$ cat src/rtl/irq_vectorer.sv
module irq_vectorer #(
  parameter int LEVELS = 7,
  parameter int LVL_W  = 3,
  parameter int VEC_W  = 8
) (
  input  logic              clk,
  input  logic              rst_n,
  input  logic [LVL_W-1:0]  level_i,
  input  logic [VEC_W-1:0]  vector_i,
  input  logic              release_on_reg_i,
  input  logic              event_i,
  input  logic              clear_i,
  output logic [LEVELS-1:0] irq_n,
  input  logic              iackin_n,
  output logic              iackout_n,
  input  logic              as_n,
  input  logic              ds0_n,
  input  logic [LVL_W-1:0]  ack_level,
  output logic [VEC_W-1:0]  data_o,
  output logic              data_oe,
  output logic              dtack_n
);

  typedef enum logic [1:0] {S_IDLE, S_RESP, S_TAIL, S_PASS} ack_state_t;

  ack_state_t state, state_nx;
  logic pending, held;
  logic cycle_start, hit, release_now;

  assign cycle_start = !iackin_n && !as_n && !ds0_n;
  assign hit         = pending && (ack_level == level_i) && (level_i != '0);
  assign release_now = release_on_reg_i ? clear_i : (state == S_RESP && ds0_n);

  always_comb begin
    state_nx = state;
    case (state)
      S_IDLE: if (cycle_start) state_nx = hit ? S_RESP : S_PASS;
      S_RESP: if (ds0_n) state_nx = as_n ? S_IDLE : S_TAIL;
      S_TAIL: if (as_n) state_nx = S_IDLE;
      S_PASS: if (as_n && ds0_n) state_nx = S_IDLE;
      default: state_nx = S_IDLE;
    endcase
  end

  always_ff @(posedge clk) begin
    if (!rst_n) begin
      state   <= S_IDLE;
      pending <= 1'b0;
      held    <= 1'b0;
    end else begin
      state <= state_nx;
      if (pending) begin
        if (event_i) held <= 1'b1;
        if (release_now) pending <= 1'b0;
      end else if (held || event_i) begin
        pending <= 1'b1;
        held    <= 1'b0;
      end
    end
  end

  for (genvar k = 0; k < LEVELS; k++) begin : g_line
    assign irq_n[k] = !(pending && level_i == LVL_W'(k + 1));
  end

  assign data_oe   = (state == S_RESP);
  assign data_o    = data_oe ? vector_i : '0;
  assign dtack_n   = !data_oe;
  assign iackout_n = !(state == S_PASS);

  assert_no_double_answer_R10: assert property (@(posedge clk) disable iff (!rst_n)
    !(!dtack_n && !iackout_n));
  assert_single_line_R10: assert property (@(posedge clk) disable iff (!rst_n)
    $onehot0(~irq_n));
  assert_vector_needs_strobe_R4: assert property (@(posedge clk) disable iff (!rst_n)
    $rose(data_oe) |-> $past(!ds0_n));
  assert_answer_needs_request_R3: assert property (@(posedge clk) disable iff (!rst_n)
    $fell(dtack_n) |-> $past(|(~irq_n)));
  assert_pass_needs_chain_R5: assert property (@(posedge clk) disable iff (!rst_n)
    $fell(iackout_n) |-> $past(!iackin_n));
  assert_release_on_ack_R7: assert property (@(posedge clk) disable iff (!rst_n)
    (state == S_RESP && ds0_n && !release_on_reg_i) |=> (&irq_n));
  assert_hold_until_clear_R8: assert property (@(posedge clk) disable iff (!rst_n)
    (pending && release_on_reg_i && !clear_i && $stable(level_i)) |=> $stable(irq_n));

endmodule

$ cat config.mk
export PLATFORM = sky130hd
export DESIGN_NAME = irq_vectorer
export DESIGN_NICKNAME = d
export VERILOG_FILES = /design/src/rtl/irq_vectorer.sv
export SDC_FILE = /design/constraint.sdc
export NUM_CORES = 1
export LEC_CHECK = 0
export ABC_AREA = 1
export BUFFER_PORTS_ARGS = -buffer_cell sky130_fd_sc_hd__buf_2
export CORE_UTILIZATION = 25
export CTS_CLUSTER_DIAMETER = 200
export DETAILED_ROUTE_END_ITERATION = 10
export PLACE_DENSITY = 0.63
export SYNTH_ARGS = -nofsm -noshare
export SYNTH_HDL_FRONTEND = slang
export SYNTH_SLANG_ARGS = --single-unit
export TNS_END_PERCENT = 30
$ cat constraint.sdc
create_clock -name clk -period 2.2 [get_ports clk]
set_input_delay 0.33 -clock clk [delete_from_list [all_inputs] [get_ports clk]]
set_output_delay 0.33 -clock clk [all_outputs]
set_load 0.05 [all_outputs]
== After elaboration in Yosys (flattened, before gate mapping) ==
Index checks and enable logic that the tools add are counted.

* Multiplexer cells: 15
* Eq/ne operators: 16
* Shift operators: 0
* Add/subtract/negate cells: 0
* Magnitude comparators: 0
* Div/mod/pow operators: 0
* Bitwise logic cells: 0
* $mul: 0
* Reductions and logical operators: 31

{| class="wikitable"
|+ Operators by type and width
! kind !! count
|-
| $logic_and 1x1->1 || 13
|-
| $eq 3x3->1 const B || 4
|-
| $logic_not 1->1 || 12
|-
| $mux 2 || 6
|-
| $ne 2x2->1 const B || 5
|-
| $mux 8 || 1
|-
| $pmux 2 s4 || 1
|-
| $mux 1 || 7
|-
| $eq 3x2->1 const B || 2
|-
| $eq 2x2->1 const B || 2
|-
| $reduce_and 4->1 || 1
|-
| $eq 3x1->1 const B || 1
|-
| $eq 3x3->1 || 1
|-
| $reduce_bool 3->1 || 1
|-
| $eq 2x1->1 const B || 1
|-
| $logic_not 2->1 || 1
|-
| $reduce_and 2->1 || 1
|-
| $reduce_bool 2->1 || 1
|-
| $logic_or 1x1->1 || 1
|}

* Latch bits: 0
* Logic and storage cells: 65
* Output and inout port bits: 18
* Bits in writable memories: 0
* Memory bits (read-only): 0
* Memories: 0
* Input port bits: 22
* Register bits: 4

== Depth between registers and ports, before layout ==
Gate-level depths: netlist of run 1.

* Depth in word-level cells: 6
* Depth in mapped cells: 8
* Gate-level depth less buffers: 8

== Worst setup path after synthesis of run 1 ==
Ideal clock, no wire load.

* Kind: register to output
* From: register state[0]
* To: output port data_o[0]
* Cell stages (with the launch flop): 4
* Buffers on the path: 1
* Setup slack: 0.509 ns
* Data required time: 1.870 ns
* Arrival time: 1.361 ns
* Path through: dfxtp_1 > nand2_1 > buf_4 > nor2_1

* Cells in the longest elaborated chain, start to end: 2

{| class="wikitable"
|+ RTL lines
! item !! line !! text
|-
| from (decl) || 26 || <nowiki>ack_state_t state, state_nx;</nowiki>
|-
| from (signal assigned) || 51 || <nowiki>state <= state_nx;</nowiki>
|-
| $eq 2x1->1 || 66 || <nowiki>assign data_oe = (state == S_RESP);</nowiki>
|-
| $mux 8 || 67 || <nowiki>assign data_o = data_oe ? vector_i : '0;</nowiki>
|-
| to (decl) || 19 || <nowiki>output logic [VEC_W-1:0] data_o,</nowiki>
|}

Every way passes these cells.

== Worst setup path in the final report of run 1 ==
* From: register state[0]
* To: output port data_o[2]

The elaborated chain is that of the path after synthesis.

==> impl_metrics.csv, run 1 <==
group,metric,value,unit
setup_path,cp-start-kind,"register",
global_routing,grt_max_degree,13,
finish,regArea,80.1,um^2
yosys,synth_mux_area_frac,0,
cts,h-tree-depth,1,
placement,port_buffers,39,
finish,multi_input_area,251,um^2
floorplanning,ios,40,
setup_path,critPathLaunch,"state[0]$_SDFFE_PN0P_",
finish,layout_commonest_cell,"buf_2",
setup_path,required,1870,ps
setup_path,r2r_slack,1130,ps
cts,cts_resized,0,
cts,cts_inserted_buffers,3,
routing,wl_per_cell,7.71,um
finish,syn2layout_area_growth,53.6,%
setup_path,endpoint_kind,"primary output",
floorplanning,start_util,0.275,
global_routing,antenna_found_initial,0,
yosys,synth_warnings,0,
pwr,switching_power,0.364,mW
yosys,synth_fa_ha_area_frac,0,
setup_path,reg2reg_depth,3,
setup_path,timing.rr.start,"state[0]$_SDFFE_PN0P_",
yosys,synth_xor_area_frac,0,
yosys,ys_seq_area_frac,0.187,
job,cap_violations,0,
floorplanning,die_h,43.4,um
setup_path,crit_end,"data_o[2]",
setup_path,worstSetupPathType,"register to primary output",
yosys,synthTopCellsByArea,"nand2_1, dfxtp_1, inv_1",
finish,final_cell_mix,"buf_2, nand2_1, inv_1, nor2_1, dfxtp_1",
routing,drtIter0Drc,24,
setup_path,crit_path_top_delay_cell,"dfxtp_1",
pwr,leakagePower,0.439,nW
pwr,p_int,0.259,mW
yosys,synthSimpleGateAreaFrac,0.469,
floorplanning,fp.coreArea,1560,um^2
yosys,ys_seq_elements,4,
yosys,synth_nets,108,
routing,viasPerCell,4.22,
finish,n_fill_cell,180,
cts,path_clk_slew,30,ps
pwr,irDropWorstVdd,0.000373,V
yosys,netlist_area,429,um^2
setup_path,crit_arrival,1330,ps
outcome,outcome,"complete, but fails checks",
setup_path,cp_max_fo,12,
sta,slew_headroom,0.770,
floorplanning,die_w,43.4,um
pwr,sequentialPowerShare,0.177,
sta,min_period,1660,ps
setup_path,slowest_delay,390,ps
global_routing,grt_pass1_vias,451,
yosys,synthCells,86,
pwr,power_density,944,nW/um^2
finish,fin_util,0.423,
outcome,violations,"DRC",
sta,rsz0062_at_grt,"no",
sta,slew_viol_final,0,
pwr,power.share.clock,0.143,
floorplanning,die_area,1890,um^2
routing,dr.pass1.iters,7,
cts,clkLatencyLatePin,230,ps
global_routing,track_usage,0.122,
cts,clockRootBuffer,"clkbuf_4",
finish,finalNetCount,151,
hold_path,hp-class,"input port to register",
yosys,synth-compound-area-share,0.117,
sta,setup_tns,0,ps
cts,cts_hold_buffers,0,
yosys,synth_cell_types,15,
sta,finalHoldViolCount,0,
placement,gp_congestion,0.679,
setup_path,r2r-end,"pending$_SDFF_PN0_",
finish,drive_gt1_frac,0.417,
routing,drc,10,
cts,post_cts_buffers,0,
placement,dp_hpwl,922,um
cts,cts_buffer_depth,2,
cts,tritoncts,"done",
global_routing,overflow,0,
yosys,synth_area_per_cell,4.99,um^2
yosys,synth_top_family_by_area,"simple AND/OR/NAND/NOR gates",
routing,vias,603,
routing,postRouteAntennaNets,0,
routing,routed_wl,1.10,mm
sta,fmax,0.602,GHz
setup_path,crit_chain,"nand2_1, nor2_1, buf_2",
global_routing,grt_pass1_wl,1.67,mm
yosys,yosys.area.top_type,"nand2_1",
sta,finalSetupViolCount,0,
cts,clkSinkCount,4,
pwr,swShare,0.585,
pwr,p_comb_frac,0.680,
sta,timing.final.crit_share,0.755,
finish,diodes,0,
floorplanning,fp-row-count,14,
sta,tightest_slew,345,ps
sta,finClkSkew,1.71,ps
yosys,synth_top_cell_area_share,0.236,
stage by stage:
step / hold WS, ps / cells / setup slack (ps) / area, um^2 / total power, mW
CTS: 352 / 143 / 525 / 659 / 0.629
global placement: 483 / 140 / 799 / 637 / 0.532
floorplan: 453 / 86 / 509 / 429 / 0.456
detailed placement: 489 / 140 / 772 / 637 / 0.537
finish: 357 / 143 / 538 / 659 / 0.623
global route: 369 / 143 / 409 / 659 / 0.678
worst max-delay path, delay by kind of cell (launching register included):
kind,cells,cell delay [ps]
simple gates,2,430
flops,1,390
buf+inv,1,280
worst min path at each step:
stage / startpoint / endpoint / slack [ps] / depth (start not counted)
final: rst_n / state[1]$_SDFFE_PN0P_ / 360 / 3
after global routing: rst_n / state[1]$_SDFFE_PN0P_ / 370 / 3
after CTS: rst_n / state[0]$_SDFFE_PN0P_ / 350 / 3
after detailed placement: pending$_SDFF_PN0_ / held$_SDFFE_PN0P_ / 490 / 2
after global placement: pending$_SDFF_PN0_ / held$_SDFFE_PN0P_ / 480 / 2
after floorplan: pending$_SDFF_PN0_ / held$_SDFFE_PN0P_ / 450 / 2
power groups by stage:
stage	clock, mW	combinational [mW]	sequential [mW]
2_1_floorplan	0	0.347	0.108
3_3_place_gp	0	0.422	0.111
3_5_place_dp	0	0.425	0.111
4_1_cts	0.0930	0.426	0.110
5_1_grt	0.102	0.461	0.114
6_report	0.0891	0.423	0.110
synth_stat cells:
library cell	count
a21oi_2	1
nand2_1	27
nand2_2	2
nand3_1	2
o21bai_1	1
nor2_1	14
dfxtp_1	4
nor2_2	3
a21oi_1	3
buf_4	1
o21ai_2	1
inv_1	21
inv_2	3
o21ai_0	2
or2_2	1
cell type report:
cell class,instances,share of cell area
Multi-Input combinational cell,57,0.381
Timing Repair Buffer,39,0.296
Inverter,24,0.137
Sequential cell,4,0.121
Clock buffer,3,0.0342
Tap cell,16,0.0304
sequential cells by signal (all words and copies together) (netlist names):
signal	flops
held	1
pending	1
state	2
routing by layer:
metal	vias up	wire length [um]	global-route usage
met5	-	0	0
li1	329	-	-
met4	0	37	0.113
met3	4	115	0.0125
met2	37	475	0.215
met1	233	474	0.127
logic make-up after synthesis:
group,Yosys count
compound gates,8
flops,4
buf+inv,25
simple gates,49
Power figures use the tool's default switching activity.
==> run 2, diff against run 1 <==
--- a/config.mk
+++ b/config.mk
@@ -10,7 +10,7 @@
 export CORE_UTILIZATION = 25
 export CTS_CLUSTER_DIAMETER = 200
 export DETAILED_ROUTE_END_ITERATION = 10
-export PLACE_DENSITY = 0.63
+export PLACE_DENSITY = 0.65
 export SYNTH_ARGS = -nofsm -noshare
 export SYNTH_HDL_FRONTEND = slang
 export SYNTH_SLANG_ARGS = --single-unit
==> constraint.sdc (replaced) <==
create_clock -name clk -period 1.3 [get_ports clk]
set_input_delay 0.195 -clock clk [delete_from_list [all_inputs] [get_ports clk]]
set_output_delay 0.195 -clock clk [all_outputs]
set_load 0.05 [all_outputs]
==> impl_metrics.csv, run 2 (synthesis gave the netlist of run 1 again) <==
group,metric,value,unit
sta,slew_headroom,0.836,
routing,drtIter0Drc,16,
cts,clkLatencyLatePin,230,ps
outcome,violations,"DRC",
global_routing,grt_max_degree,12,
floorplanning,die_w,43.4,um
sta,finClkSkew,0.0569,ps
pwr,total_power,1.31,mW
global_routing,grt_pass1_wl,1.88,mm
global_routing,overflow,0,
cts,cts_buffer_depth,2,
pwr,power_density,1640,nW/um^2
floorplanning,fp-row-count,14,
setup_path,worstSetupPathType,"register to primary output",
hold_path,hold_path.startpoint,"rst_n",
setup_path,timing.rr.start,"state[0]$_SDFFE_PN0P_",
cts,tritoncts,"done",
finish,largest-register,"state",
routing,wl_per_cell,8.80,um
sta,min_period,1290,ps
sta,tightest_slew,248,ps
floorplanning,die_area,1890,um^2
pwr,irDropWorstVdd,0.000679,V
finish,largest_reg_flops,2,
finish,finalNetCount,154,
placement,gp_congestion,0.681,
pwr,leakagePower,0.474,nW
setup_path,r2r-end,"state[1]$_SDFFE_PN0P_",
floorplanning,start_util,0.275,
routing,postRouteAntennaNets,0,
placement,pre_cts_slack,116,ps
job,cap_violations,0,
setup_path,cp-start-kind,"register",
hold_path,hp-class,"input port to register",
finish,final_cell_mix,"buf_2, nand2_1, inv_1, nor2_2, buf_6",
sta,finalHoldViolCount,0,
floorplanning,ios,40,
placement,dp_hpwl,1.04,mm
finish,drive_gt1_frac,0.523,
routing,dr.pass1.iters,9,
sta,setup_ws,7.51,ps
setup_path,required,1110,ps
routing,vias,631,
floorplanning,fp.coreArea,1560,um^2
sta,timing.final.crit_share,0.994,
cts,cts_inserted_buffers,3,
finish,layout_commonest_cell,"buf_2",
finish,syn2layout_area_growth,85.7,%
setup_path,endpoint_kind,"primary output",
global_routing,antenna_found_initial,0,
setup_path,reg2reg_depth,7,
sta,slew_viol_final,0,
setup_path,crit_arrival,1100,ps
setup_path,r2r_slack,230,ps
setup_path,cp_max_fo,11,
finish,n_fill_cell,171,
sta,rsz0062_at_grt,"yes",
routing,routed_wl,1.29,mm
sta,finalSetupViolCount,0,
cts,clockRootBuffer,"clkbuf_4",
routing,drc,8,
global_routing,grt_pass1_vias,528,
hold_path,min_to,"pending$_SDFF_PN0_",
floorplanning,die_h,43.4,um
global_routing,track_usage,0.124,
cts,clkSinkCount,4,
cts,path_clk_slew,40,ps
placement,port_buffers,39,
outcome,outcome,"complete, but fails checks",
cts,h-tree-depth,1,
hold_path,hold_depth,3,
routing,viasPerCell,4.32,
finish,diodes,0,
sta,fmax,0.774,GHz
finish,top_regs,"state: 2 flops, held: 1 flops, pending: 1 flops",
## run 2: cell type report
cell class | count | area [um^2] | share of cell area
multi-input combinational | 57 | 292 | 0.366
timing repair buffer | 42 | 290 | 0.364
inverter | 24 | 90.1 | 0.113
sequential | 4 | 82.6 | 0.104
clock buffer | 3 | 22.5 | 0.0283
tap | 16 | 20.0 | 0.0251
## run 2: routing by layer
metal | GRT usage | up-vias | wire, um
li1 | - | 334 | -
met1 | 0.129 | 264 | 507
met2 | 0.267 | 33 | 665
met3 | 0.00833 | 0 | 112
met4 | 0.0188 | 0 | 0
met5 | 0 | - | 0
## run 2: per-stage QoR
stage / instance area [um^2] / std cells / hold slack [ps] / TNS (ps) / utilization
3_5_place_dp: 684 / 142 / 470 / 0 / 0.439
2_1_floorplan: 449 / 86 / 327 / -338 / -
4_1_cts: 759 / 146 / 230 / 0 / 0.487
3_3_place_gp: 684 / 142 / 465 / 0 / 0.439
6_report: 797 / 146 / 232 / 0 / 0.511
5_1_grt: 797 / 146 / 236 / -109 / 0.511
## run 2: worst max-delay path, cell delays in order, from the launching register on
cell	delay, ps
dfxtp_1	380
nand2_4	80
buf_12	150
nor2_2	100
buf_6	160
## run 2: power by group
part           internal [mW]  switching [mW]
Sequential             0.157          0.0302
Clock                  0.103          0.0449
Combinational          0.351           0.621
## run 2: how the worst max path moves through the flow
| stage | start | end |
|---|---|---|
| final | state[0]$_SDFFE_PN0P_ | data_o[5] |
| after global routing | state[0]$_SDFFE_PN0P_ | data_o[5] |
| after CTS | state[1]$_SDFFE_PN0P_ | data_o[5] |
| after detailed placement | state[1]$_SDFFE_PN0P_ | data_o[5] |
| after global placement | state[1]$_SDFFE_PN0P_ | data_o[3] |
| after floorplan | state[0]$_SDFFE_PN0P_ | data_o[0] |
## run 2: timing repair
item                                    4_1_cts  5_1_grt
resized for setup                            17       10
buffers inserted                              1        0
hold buffers                                  0        0
endpoints found under the setup margin       13       13
